[src/rtl/sar_thermo_pkg.sv]
package sar_thermo_pkg;

    typedef enum logic [2:0] {
        ST_IDLE,
        ST_SETTLE,
        ST_LAUNCH,
        ST_WAIT,
        ST_DONE
    } seq_state_e;

    // Control word from the sequencer to the trial register
    typedef struct packed {
        logic init;    // clear code, point at MSB
        logic arm;     // set the bit under test for the first trial
        logic decide;  // resolve the bit under test
        logic keep;    // value given to the bit under test on decide
    } trial_ctl_t;

    function automatic logic [31:0] below_mask(input int unsigned pos);
        return (32'd1 << pos) - 32'd1;
    endfunction

endpackage

[src/rtl/sar_settle_timer.sv]
module sar_settle_timer #(
    parameter int unsigned SETTLE_CYC = 4
) (
    input  logic clk,
    input  logic rst,
    input  logic clear_i,
    input  logic run_i,
    output logic expired_o
);
    localparam int unsigned CW = $clog2(SETTLE_CYC + 1);

    logic [CW-1:0] cnt_q;

    assign expired_o = run_i && (cnt_q == CW'(SETTLE_CYC - 1));

    always_ff @(posedge clk) begin
        if (rst || clear_i) begin
            cnt_q <= '0;
        end else if (run_i && !expired_o) begin
            cnt_q <= cnt_q + 1'b1;
        end
    end

    // the count only advances while the wait is running
    assert_settle_hold_R3: assert property (@(posedge clk) disable iff (rst)
        (!run_i && !clear_i) |=> $stable(cnt_q));

endmodule

[src/rtl/sar_trial_reg.sv]
module sar_trial_reg
    import sar_thermo_pkg::*;
#(
    parameter int unsigned WIDTH = 8
) (
    input  logic                     clk,
    input  logic                     rst,
    input  trial_ctl_t               ctl_i,
    output logic [WIDTH-1:0]         code_o,
    output logic [$clog2(WIDTH)-1:0] ptr_o,
    output logic                     last_o
);
    localparam int unsigned PW = $clog2(WIDTH);

    logic [WIDTH-1:0] code_q;
    logic [PW-1:0]    ptr_q;

    always_ff @(posedge clk) begin
        if (rst) begin
            code_q <= '0;
            ptr_q  <= PW'(WIDTH - 1);
        end else if (ctl_i.init) begin
            code_q <= '0;
            ptr_q  <= PW'(WIDTH - 1);
        end else if (ctl_i.arm) begin
            code_q[ptr_q] <= 1'b1;
        end else if (ctl_i.decide) begin
            code_q[ptr_q] <= ctl_i.keep;
            if (ptr_q != '0) begin
                ptr_q             <= ptr_q - 1'b1;
                code_q[ptr_q - 1] <= 1'b1;
            end
        end
    end

    assign code_o = code_q;
    assign ptr_o  = ptr_q;
    assign last_o = (ptr_q == '0);

    // a decision leaves the tested bit equal to the comparator verdict
    assert_decide_bit_R7: assert property (@(posedge clk) disable iff (rst)
        ctl_i.decide |=> code_q[$past(ptr_q)] == $past(ctl_i.keep));

    // after a non-final decision the pointer moves one bit down
    assert_ptr_step_R6: assert property (@(posedge clk) disable iff (rst)
        (ctl_i.decide && ptr_q != '0) |=> ptr_q == $past(ptr_q) - 1'b1);

    // the next bit under test is set and all bits below it are clear
    assert_trial_shape_R5: assert property (@(posedge clk) disable iff (rst)
        (ctl_i.arm || (ctl_i.decide && ptr_q != '0)) |=>
            code_q[ptr_q] && ((32'(code_q) & below_mask(32'(ptr_q))) == 32'd0));

endmodule

[src/rtl/sar_seq_fsm.sv]
module sar_seq_fsm
    import sar_thermo_pkg::*;
(
    input  logic       clk,
    input  logic       rst,
    input  logic       start_i,
    input  logic       cmp_valid_i,
    input  logic       ref_late_i,
    input  logic       settle_done_i,
    input  logic       last_bit_i,
    output trial_ctl_t ctl_o,
    output logic       settle_clr_o,
    output logic       settle_run_o,
    output logic       launch_o,
    output logic       done_o,
    output logic       cells_off_o
);
    seq_state_e state_q, state_d;
    logic       off_q;
    logic       accept;
    logic       decide;

    assign accept = start_i && (state_q == ST_IDLE || state_q == ST_DONE);
    assign decide = (state_q == ST_WAIT) && cmp_valid_i;

    always_comb begin
        state_d = state_q;
        unique case (state_q)
            ST_IDLE, ST_DONE: if (accept)        state_d = ST_SETTLE;
            ST_SETTLE:        if (settle_done_i) state_d = ST_LAUNCH;
            ST_LAUNCH:                           state_d = ST_WAIT;
            ST_WAIT:          if (decide)        state_d = last_bit_i ? ST_DONE : ST_LAUNCH;
            default:                             state_d = ST_IDLE;
        endcase
    end

    always_ff @(posedge clk) begin
        if (rst) begin
            state_q <= ST_IDLE;
            off_q   <= 1'b1;
        end else begin
            state_q <= state_d;
            if (accept) begin
                off_q <= 1'b0;
            end else if (decide && last_bit_i) begin
                off_q <= 1'b1;
            end
        end
    end

    always_comb begin
        ctl_o        = '0;
        ctl_o.init   = accept;
        ctl_o.arm    = (state_q == ST_SETTLE) && settle_done_i;
        ctl_o.decide = decide;
        ctl_o.keep   = ref_late_i;
    end

    assign settle_clr_o = accept;
    assign settle_run_o = (state_q == ST_SETTLE);
    assign launch_o     = (state_q == ST_LAUNCH);
    assign done_o       = (state_q == ST_DONE);
    assign cells_off_o  = off_q;

    // launch never lasts more than one cycle
    assert_launch_pulse_R4: assert property (@(posedge clk) disable iff (rst)
        launch_o |=> !launch_o);

    // completion always comes with the cells powered down
    assert_done_off_R8: assert property (@(posedge clk) disable iff (rst)
        done_o |-> cells_off_o);

    // an accepted start powers up the cells and clears done
    assert_start_power_R2: assert property (@(posedge clk) disable iff (rst)
        accept |=> (!cells_off_o && !done_o));

    // done persists until a start request arrives
    assert_done_hold_R9: assert property (@(posedge clk) disable iff (rst)
        (done_o && !start_i) |=> done_o);

    // a start request during a trial wait does not disturb the wait
    assert_busy_start_R9: assert property (@(posedge clk) disable iff (rst)
        (state_q == ST_WAIT && start_i && !cmp_valid_i) |=> state_q == ST_WAIT);

endmodule

[src/rtl/sar_thermostat_ctrl.sv]
module sar_thermostat_ctrl
    import sar_thermo_pkg::*;
#(
    parameter int unsigned WIDTH      = 8,
    parameter int unsigned SETTLE_CYC = 4
) (
    input  logic             clk,
    input  logic             rst,
    input  logic             start_i,
    input  logic             cmp_valid_i,
    input  logic             ref_late_i,
    output logic [WIDTH-1:0] tap_code_o,
    output logic             launch_o,
    output logic             conv_done_o,
    output logic             cells_off_o
);
    localparam int unsigned PW = $clog2(WIDTH);

    trial_ctl_t    ctl;
    logic          settle_clr;
    logic          settle_run;
    logic          settle_done;
    logic          last_bit;
    logic [PW-1:0] ptr;

    sar_seq_fsm u_seq (
        .clk          (clk),
        .rst          (rst),
        .start_i      (start_i),
        .cmp_valid_i  (cmp_valid_i),
        .ref_late_i   (ref_late_i),
        .settle_done_i(settle_done),
        .last_bit_i   (last_bit),
        .ctl_o        (ctl),
        .settle_clr_o (settle_clr),
        .settle_run_o (settle_run),
        .launch_o     (launch_o),
        .done_o       (conv_done_o),
        .cells_off_o  (cells_off_o)
    );

    sar_settle_timer #(.SETTLE_CYC(SETTLE_CYC)) u_settle (
        .clk      (clk),
        .rst      (rst),
        .clear_i  (settle_clr),
        .run_i    (settle_run),
        .expired_o(settle_done)
    );

    sar_trial_reg #(.WIDTH(WIDTH)) u_trial (
        .clk   (clk),
        .rst   (rst),
        .ctl_i (ctl),
        .code_o(tap_code_o),
        .ptr_o (ptr),
        .last_o(last_bit)
    );

    // at launch every bit below the tested one is zero
    assert_launch_code_R5: assert property (@(posedge clk) disable iff (rst)
        launch_o |-> (tap_code_o[ptr] && ((32'(tap_code_o) & below_mask(32'(ptr))) == 32'd0)));

    // the result is frozen while done and no start arrives
    assert_result_stable_R9: assert property (@(posedge clk) disable iff (rst)
        (conv_done_o && !start_i) |=> $stable(tap_code_o));

endmodule

[config.mk]
export PLATFORM = sky130hd
export DESIGN_NAME = sar_thermostat_ctrl
export DESIGN_NICKNAME = d
export VERILOG_FILES = /design/src/rtl/sar_thermo_pkg.sv /design/src/rtl/sar_settle_timer.sv /design/src/rtl/sar_trial_reg.sv /design/src/rtl/sar_seq_fsm.sv /design/src/rtl/sar_thermostat_ctrl.sv
export SDC_FILE = /design/constraint.sdc
export NUM_CORES = 1
export LEC_CHECK = 0
export BUFFER_PORTS_ARGS = -buffer_cell sky130_fd_sc_hd__buf_2
export CAP_MARGIN = 25
export CORE_MARGIN = 4
export CORE_UTILIZATION = 50
export CTS_BUF_LIST = sky130_fd_sc_hd__clkbuf_8
export DETAILED_ROUTE_END_ITERATION = 12
export HOLD_SLACK_MARGIN = 0.1
export PLACE_DENSITY = 0.71
export SETUP_SLACK_MARGIN = 0.5
export SLEW_MARGIN = 20
export SYNTH_ARGS = -nofsm -noshare
export SYNTH_HDL_FRONTEND = slang
export SYNTH_SLANG_ARGS = --single-unit
[constraint.sdc]
create_clock -name clk -period 5.1 [get_ports clk]
set_clock_uncertainty 0.15 [all_clocks]
set_input_delay 0.765 -clock clk [delete_from_list [all_inputs] [get_ports clk]]
set_output_delay 0.765 -clock clk [all_outputs]
set_load 0.01 [all_outputs]
# Word-level counts from Yosys, hierarchy flattened
# Index checks and enable logic that the tools add are counted.
# W data, S select, Z words.
# totals
reg_bits	18
input_bits	5
out_inout_bits	11
wordCells	58
# op_classes
addsub	3
n_lt_le_gt_ge	4
eq_ne	8
mux	15
n_bitwise	3
n_reduce_logical	20
# ops
operator	n
$ge A32 B1 Y1 const B	1
$lt A32 B4 Y1 const B	1
$mux W8	3
$or A8 B8 Y8	2
$mux W3	4
$pmux W3 S4	1
$eq A3 B2 Y1 const B	3
$bwmux W8	1
$logic_and A1 B1 Y1	8
$demux W1 S3	2
$logic_not A3 Y1	2
$reduce_and A3 Y1	2
$lt A3 B4 Y1 const B	1
$mux W1	4
$ne A2 B1 Y1 const B	2
$reduce_bool A2 Y1	2
$reduce_or A2 Y1	2
$sub A3 B1 Y4 const B	1
$add A3 B1 Y3 const B	1
$eq A3 B1 Y1 const B	1
$eq A3 B3 Y1 const B	1
$ge A3 B1 Y1 const B	1
$reduce_bool A3 Y1	1
$sub A3 B1 Y3 const B	1
other kinds (4)	5

# Longest topological paths before layout
# logic_depth
depth_word	9
ltp_mapped	7
ltp_nobuf	6

# By module
# Synthesis repeated with hierarchy kept, for this count alone.
# unflattened
cells_unflattened	144
hier_area_um2	1217.4
# modules_own_cells
mod	instances	cells_each	area_per_inst_um2
sar_trial_reg	1	102	824.5
sar_seq_fsm	1	28	232.7
sar_settle_timer	1	14	160.2

# Worst setup path after synthesis
# OpenSTA, ideal clock, no wires.
# synth_path
path_type	register -> register
start	register u_trial.ptr_q[1], in the netlist u_trial.ptr_o[1]
end	register u_trial.code_q[1], in the netlist u_trial.code_o[1]
setup_ns	0.112
t_arrival_ns	1.780
t_required_ns	4.838
path_slack_ns	3.058
path_stages_with_launch	8
path_buffers	1
cell_sequence	dfxtp_1 -> clkbuf_1 -> inv_1 -> ha_1 -> or3_1 -> nor3_1 -> o21ai_1 -> a2111oi_1
# synth_between
elab_chain_cells	9
# synth_rtl
item	line	text
start, declared	sar_trial_reg.sv:16	logic [PW-1:0] ptr_q;
start signal, assigned	sar_trial_reg.sv:21	ptr_q <= PW'(WIDTH - 1);
start signal, assigned	sar_trial_reg.sv:24	ptr_q <= PW'(WIDTH - 1);
start signal, assigned	sar_trial_reg.sv:30	ptr_q <= ptr_q - 1'b1;
$sub A3 B1 Y4, or another cell as far along	sar_trial_reg.sv:31	code_q[ptr_q - 1] <= 1'b1;
$ge A32 B1 Y1 (implied by the code), or another cell as far along	sar_trial_reg.sv:31	
$logic_and A1 B1 Y1 (implied by the code) / $mux W1 (equally long branches)	sar_trial_reg.sv:31, sar_trial_reg.sv:26, sar_trial_reg.sv:28	
$mux W1 (implied by the code) / $demux W1 S3 (equally long branches)	--	
$demux W1 S3 / $bwmux W8 (equally long branches)	--	
$or A8 B8 Y8 (no source line)	--	
$mux W8	sar_trial_reg.sv:29	if (ptr_q != '0) begin
$mux W8	sar_trial_reg.sv:27	end else if (ctl_i.decide) begin
$mux W8 (*)	sar_trial_reg.sv:25	end else if (ctl_i.arm) begin
end signal, assigned by index	sar_trial_reg.sv:28	code_q[ptr_q] <= ctl_i.keep;
end, declared	sar_trial_reg.sv:15	logic [WIDTH-1:0] code_q;
# Every way passes the cells marked *; elsewhere a longest branch is shown, timed or not. The select of a mux whose other input is x is not followed.
# A chain may end at the register's enable or synchronous reset.

# Final worst setup path
# layout_path
start	register u_trial.ptr_q[0], in the netlist u_trial.ptr_o[0]
end	register u_trial.code_q[1], in the netlist u_trial.code_o[1]
# Same word-level chain as after synthesis.

==> impl_metrics.prom <==
# TYPE chip_impl_metric gauge
chip_impl_info{name="status",value="finished, final reports clean"} 1
chip_impl_metric{name="io_pins",unit=""} 16
chip_impl_metric{name="number_of_cells_in_the_design_after_placement",unit=""} 173
chip_impl_info{name="criticalPathCategory",value="reg2reg"} 1
chip_impl_info{name="grt_setup_unrepaired",value="no"} 1
chip_impl_metric{name="path_max_fanout",unit=""} 21
chip_impl_metric{name="antenna_found_initial",unit=""} 0
chip_impl_metric{name="cp.required",unit="ps"} 5080
chip_impl_metric{name="grt-ovfl-total",unit=""} 0
chip_impl_info{name="regToRegEndpoint",value="u_trial.code_o[1]"} 1
chip_impl_metric{name="grt_pass1_wl",unit="µm"} 4180
chip_impl_metric{name="die_area",unit="µm²"} 3090
chip_impl_metric{name="setup_viol",unit=""} 0
chip_impl_metric{name="gpl_congestion",unit=""} 0.845
chip_impl_metric{name="critical-path-max-stage-delay",unit="ps"} 710
chip_impl_info{name="crit_family",value="flip-flops"} 1
chip_impl_metric{name="vdd_ir_drop_max",unit="V"} 0.000178
chip_impl_metric{name="synth-edff-count",unit=""} 0
chip_impl_metric{name="worst_slew_pin_slew",unit="ps"} 611
chip_impl_metric{name="synth_top_area_share",unit="%"} 31.8
chip_impl_metric{name="final.fill_count",unit=""} 194
chip_impl_info{name="r2r_start",value="u_trial.ptr_o[0]"} 1
chip_impl_metric{name="fin_total_pwr",unit="mW"} 0.295
chip_impl_info{name="ys.flop_type",value="sky130_fd_sc_hd__dfxtp_1"} 1
chip_impl_metric{name="timing.max_slew.rel_slack",unit="%"} 59.2
chip_impl_metric{name="min_period_over_period",unit="%"} 51.4
chip_impl_metric{name="dr.first_iter.drc_count",unit=""} 26
chip_impl_metric{name="area_delta_synth_final",unit="%"} 8.72
chip_impl_metric{name="clock_tree.buffer_depth",unit=""} 2
chip_impl_metric{name="synth.net_count",unit=""} 150
chip_impl_metric{name="fmax",unit="MHz"} 381
chip_impl_metric{name="clock_sink_count",unit=""} 18
chip_impl_metric{name="p_leak",unit="nW"} 0.481
chip_impl_info{name="worst_setup_path_end_kind",value="flop"} 1
chip_impl_metric{name="route.antenna.remaining_nets",unit=""} 0
chip_impl_metric{name="synth.yosys.warnings",unit=""} 0
chip_impl_metric{name="worst_reg2reg_path_depth",unit=""} 6
chip_impl_metric{name="buffer_ports.inserted",unit=""} 15
chip_impl_info{name="synth_top_cells_by_area",value="sky130_fd_sc_hd__dfxtp_1 32%, sky130_fd_sc_hd__a21oi_1 4.4%, sky130_fd_sc_hd__ha_1 4.4%"} 1
chip_impl_metric{name="place_hpwl",unit="µm"} 1700
chip_impl_metric{name="crit_buf_inv",unit=""} 1
chip_impl_info{name="tritoncts_clock_tree",value="done"} 1
chip_impl_metric{name="grt_max_degree",unit=""} 22
chip_impl_metric{name="initial_core_util",unit="%"} 55.0
chip_impl_metric{name="drt_wl_total",unit="µm"} 2370
chip_impl_metric{name="1st_pass_router_iterations",unit=""} 4
chip_impl_metric{name="slack_of_the_worst_reg_to_reg_path",unit="ps"} 2480
chip_impl_metric{name="ys_async_sr_fraction",unit="%"} 0
chip_impl_metric{name="via_count_normalized_by_instance_count",unit=""} 5.85
chip_impl_metric{name="grt_use_total",unit="%"} 16.2
chip_impl_metric{name="clk-insertion-delay-late",unit="ps"} 250
chip_impl_info{name="root_buffer",value="sky130_fd_sc_hd__clkbuf_8"} 1
chip_impl_metric{name="finish.net_count",unit=""} 160
chip_impl_info{name="crit_path_top_delay_cell",value="sky130_fd_sc_hd__dfxtp_1"} 1
chip_impl_info{name="start_kind",value="flop"} 1
chip_impl_metric{name="floorplan.rows",unit=""} 16
chip_impl_metric{name="post_synth_design_cell_area",unit="µm²"} 1130
chip_impl_metric{name="syn_inst",unit=""} 141
chip_impl_metric{name="timing.critical_path.arrival",unit="ps"} 2610
chip_impl_metric{name="cp.depth",unit=""} 6
chip_impl_metric{name="insertedDiodeCount",unit=""} 0
chip_impl_metric{name="post_cts_resize_count",unit=""} 0
chip_impl_metric{name="floorplan.die.height",unit="µm"} 55.6
chip_impl_metric{name="drive_above_1_share",unit="%"} 15.4
chip_impl_metric{name="yosysSeqAreaShare",unit="%"} 31.8
chip_impl_metric{name="clk_pin_slew_worst_setup_hold_paths",unit="ps"} 70
chip_impl_metric{name="floorplan.die.width",unit="µm"} 55.6
chip_impl_info{name="synth.largest_area_cell",value="sky130_fd_sc_hd__dfxtp_1"} 1
chip_impl_metric{name="cts_setup_buffers",unit=""} 0
chip_impl_metric{name="routed_wire_length_per_instance",unit="µm"} 13.5
chip_impl_metric{name="synthDistinctLibCells",unit=""} 49
chip_impl_metric{name="number_of_global_route_vias_before_repair",unit=""} 928
chip_impl_info{name="critical_path.startpoint",value="u_trial.ptr_o[0]"} 1
chip_impl_metric{name="ys_ff_latch",unit=""} 18
chip_impl_metric{name="power_per_cell_area",unit="nW/µm²"} 239
chip_impl_metric{name="h-tree-depth",unit=""} 1
chip_impl_metric{name="detailed_route_via_count",unit=""} 1030
chip_impl_metric{name="slew_viol_final",unit=""} 0
chip_impl_metric{name="final_instance_count_excl_fillers",unit=""} 176
chip_impl_metric{name="fin_tns_setup",unit="ps"} 0
chip_impl_info{name="cp_cell_sequence",value="inv_1, ha_1, or3_1, nor3_1, o21ai_1, a2111oi_1"} 1
chip_impl_metric{name="cts_hold_buf",unit=""} 0
chip_impl_metric{name="max_cap_violations",unit=""} 0
chip_impl_metric{name="cts-buffers-inserted",unit=""} 3
chip_impl_metric{name="timing.final.crit_period",unit="ps"} 2620
chip_impl_metric{name="timing_hold_violations_final",unit=""} 0
chip_impl_metric{name="postLayoutCoreUtil",unit="%"} 59.8
chip_impl_metric{name="floorplan.core_area",unit="µm²"} 2060
chip_impl_metric{name="avgSynthCellArea",unit="µm²"} 8.04
chip_impl_info{name="endpoint_of_the_most_critical_setup_path",value="u_trial.code_o[1]"} 1
chip_impl_metric{name="drc",unit=""} 0
chip_impl_info{name="holdCritPathClass",value="reg2reg"} 1
-- cell usage after synthesis, types with 3 or more instances --
cell type                  number
sky130_fd_sc_hd__nor3_1         8
sky130_fd_sc_hd__clkbuf_1       3
sky130_fd_sc_hd__dfxtp_1       18
sky130_fd_sc_hd__buf_2          5
sky130_fd_sc_hd__nor2b_1        3
sky130_fd_sc_hd__inv_1          6
sky130_fd_sc_hd__a211oi_1       3
sky130_fd_sc_hd__a21oi_1       10
sky130_fd_sc_hd__nor2_1        11
sky130_fd_sc_hd__o21ai_1        3
sky130_fd_sc_hd__nand2_1       10
sky130_fd_sc_hd__o21ai_0        5
sky130_fd_sc_hd__ha_1           4
sky130_fd_sc_hd__mux2i_1        3
sky130_fd_sc_hd__nand2b_1       7
-- per-layer routing --
layer	routed length, µm	GRT usage, %	vias up
met3	162	5.10	2
met5	0	0	-
met2	949	24.3	37
met4	7	3.13	0
li1	-	-	545
met1	1250	22.8	446
-- layout make-up --
class                           count  area, µm²  area share (%)
Multi-Input combinational cell    107        699            56.8
Clock buffer                        3       41.3            3.35
Inverter                            6       22.5            1.83
Timing Repair Buffer               15       75.1            6.09
Sequential cell                    18        360            29.2
Tap cell                           27       33.8            2.74
-- worst min path at each step --
stage	startpoint	end	slack, ps	cells after the start
final	u_trial.code_o[3]	u_trial.code_o[3]	350	2
after detailed placement	u_settle.cnt_q[1]	u_settle.cnt_q[1]	340	2
after global placement	u_trial.code_o[3]	u_trial.code_o[3]	330	2
after CTS	u_trial.code_o[0]	u_trial.code_o[0]	350	2
after floorplan	u_settle.cnt_q[1]	u_settle.cnt_q[1]	310	2
after global routing	u_trial.code_o[3]	u_trial.code_o[3]	360	2
-- cells in the final DEF (no fill, tap or decap), drive strengths merged, types with 2 or more instances in the layout --
| cell | synthesis | layout |
|---|---|---|
| xnor2 | 2 | 2 |
| dfxtp | 18 | 18 |
| nor2b | 3 | 3 |
| clkbuf | 3 | 3 |
| nor3 | 8 | 8 |
| a31oi | 2 | 2 |
| o31a | 2 | 2 |
| nand2b | 7 | 7 |
| a21oi | 10 | 10 |
| buf | 7 | 15 |
| o31ai | 2 | 2 |
| inv | 6 | 6 |
| nand3 | 2 | 2 |
| mux2i | 3 | 3 |
| nand2 | 10 | 10 |
| nor2 | 12 | 12 |
| o21ai | 8 | 8 |
| ha | 4 | 4 |
| a211oi | 3 | 3 |
| or2 | 2 | 2 |
| or3 | 2 | 2 |
| o211ai | 2 | 2 |
-- through the flow --
stage,instance area (µm²),worst slack (ps),hold WS (ps)
6_report,1230,2480,353
5_1_grt,1230,2300,363
4_1_cts,1230,2490,349
3_5_place_dp,1190,2490,339
3_3_place_gp,1190,2660,331
2_1_floorplan,1130,3060,315
-- flip-flops by register name, indices dropped and copies added, names as in the netlist --
signal	flops
u_seq.cells_off_o	1
u_seq.state_q	3
u_settle.cnt_q	3
u_trial.code_o	8
u_trial.ptr_o	3
-- worst reg2reg max path, cell delays in order (launching register included) --
cell and delay [ps]:
sky130_fd_sc_hd__dfxtp_1 710, sky130_fd_sc_hd__inv_1 250, sky130_fd_sc_hd__ha_1 340, sky130_fd_sc_hd__or3_1 430
sky130_fd_sc_hd__nor3_1 180, sky130_fd_sc_hd__o21ai_1 90, sky130_fd_sc_hd__a2111oi_1 350
-- where the power goes --
part / switching [mW] / leakage (nW) / internal [mW] / total, mW
Clock: 0.0439 / 0.0216 / 0.0524 / 0.0963
Sequential: 0.00895 / 0.146 / 0.147 / 0.156
Combinational: 0.0230 / 0.314 / 0.0197 / 0.0426
Total: 0.0758 / 0.481 / 0.219 / 0.295
-- cells by family (layout without fill, tap and decap cells) --
| kind of cell | Yosys count | after routing | share of synthesized area [%] |
|---|---|---|---|
| AOI/OAI and AO/OA | 42 | 42 | 25.7 |
| xor gates and xnor gates | 2 | 2 | 1.55 |
| adders and majority gates | 4 | 4 | 4.42 |
| buffers and inverters | 16 | 24 | 6.51 |
| DFF | 18 | 18 | 31.8 |
| muxes | 3 | 3 | 2.65 |
| and+or+nand+nor | 56 | 56 | 27.4 |
No activity file was read; power rests on OpenSTA's default activity.
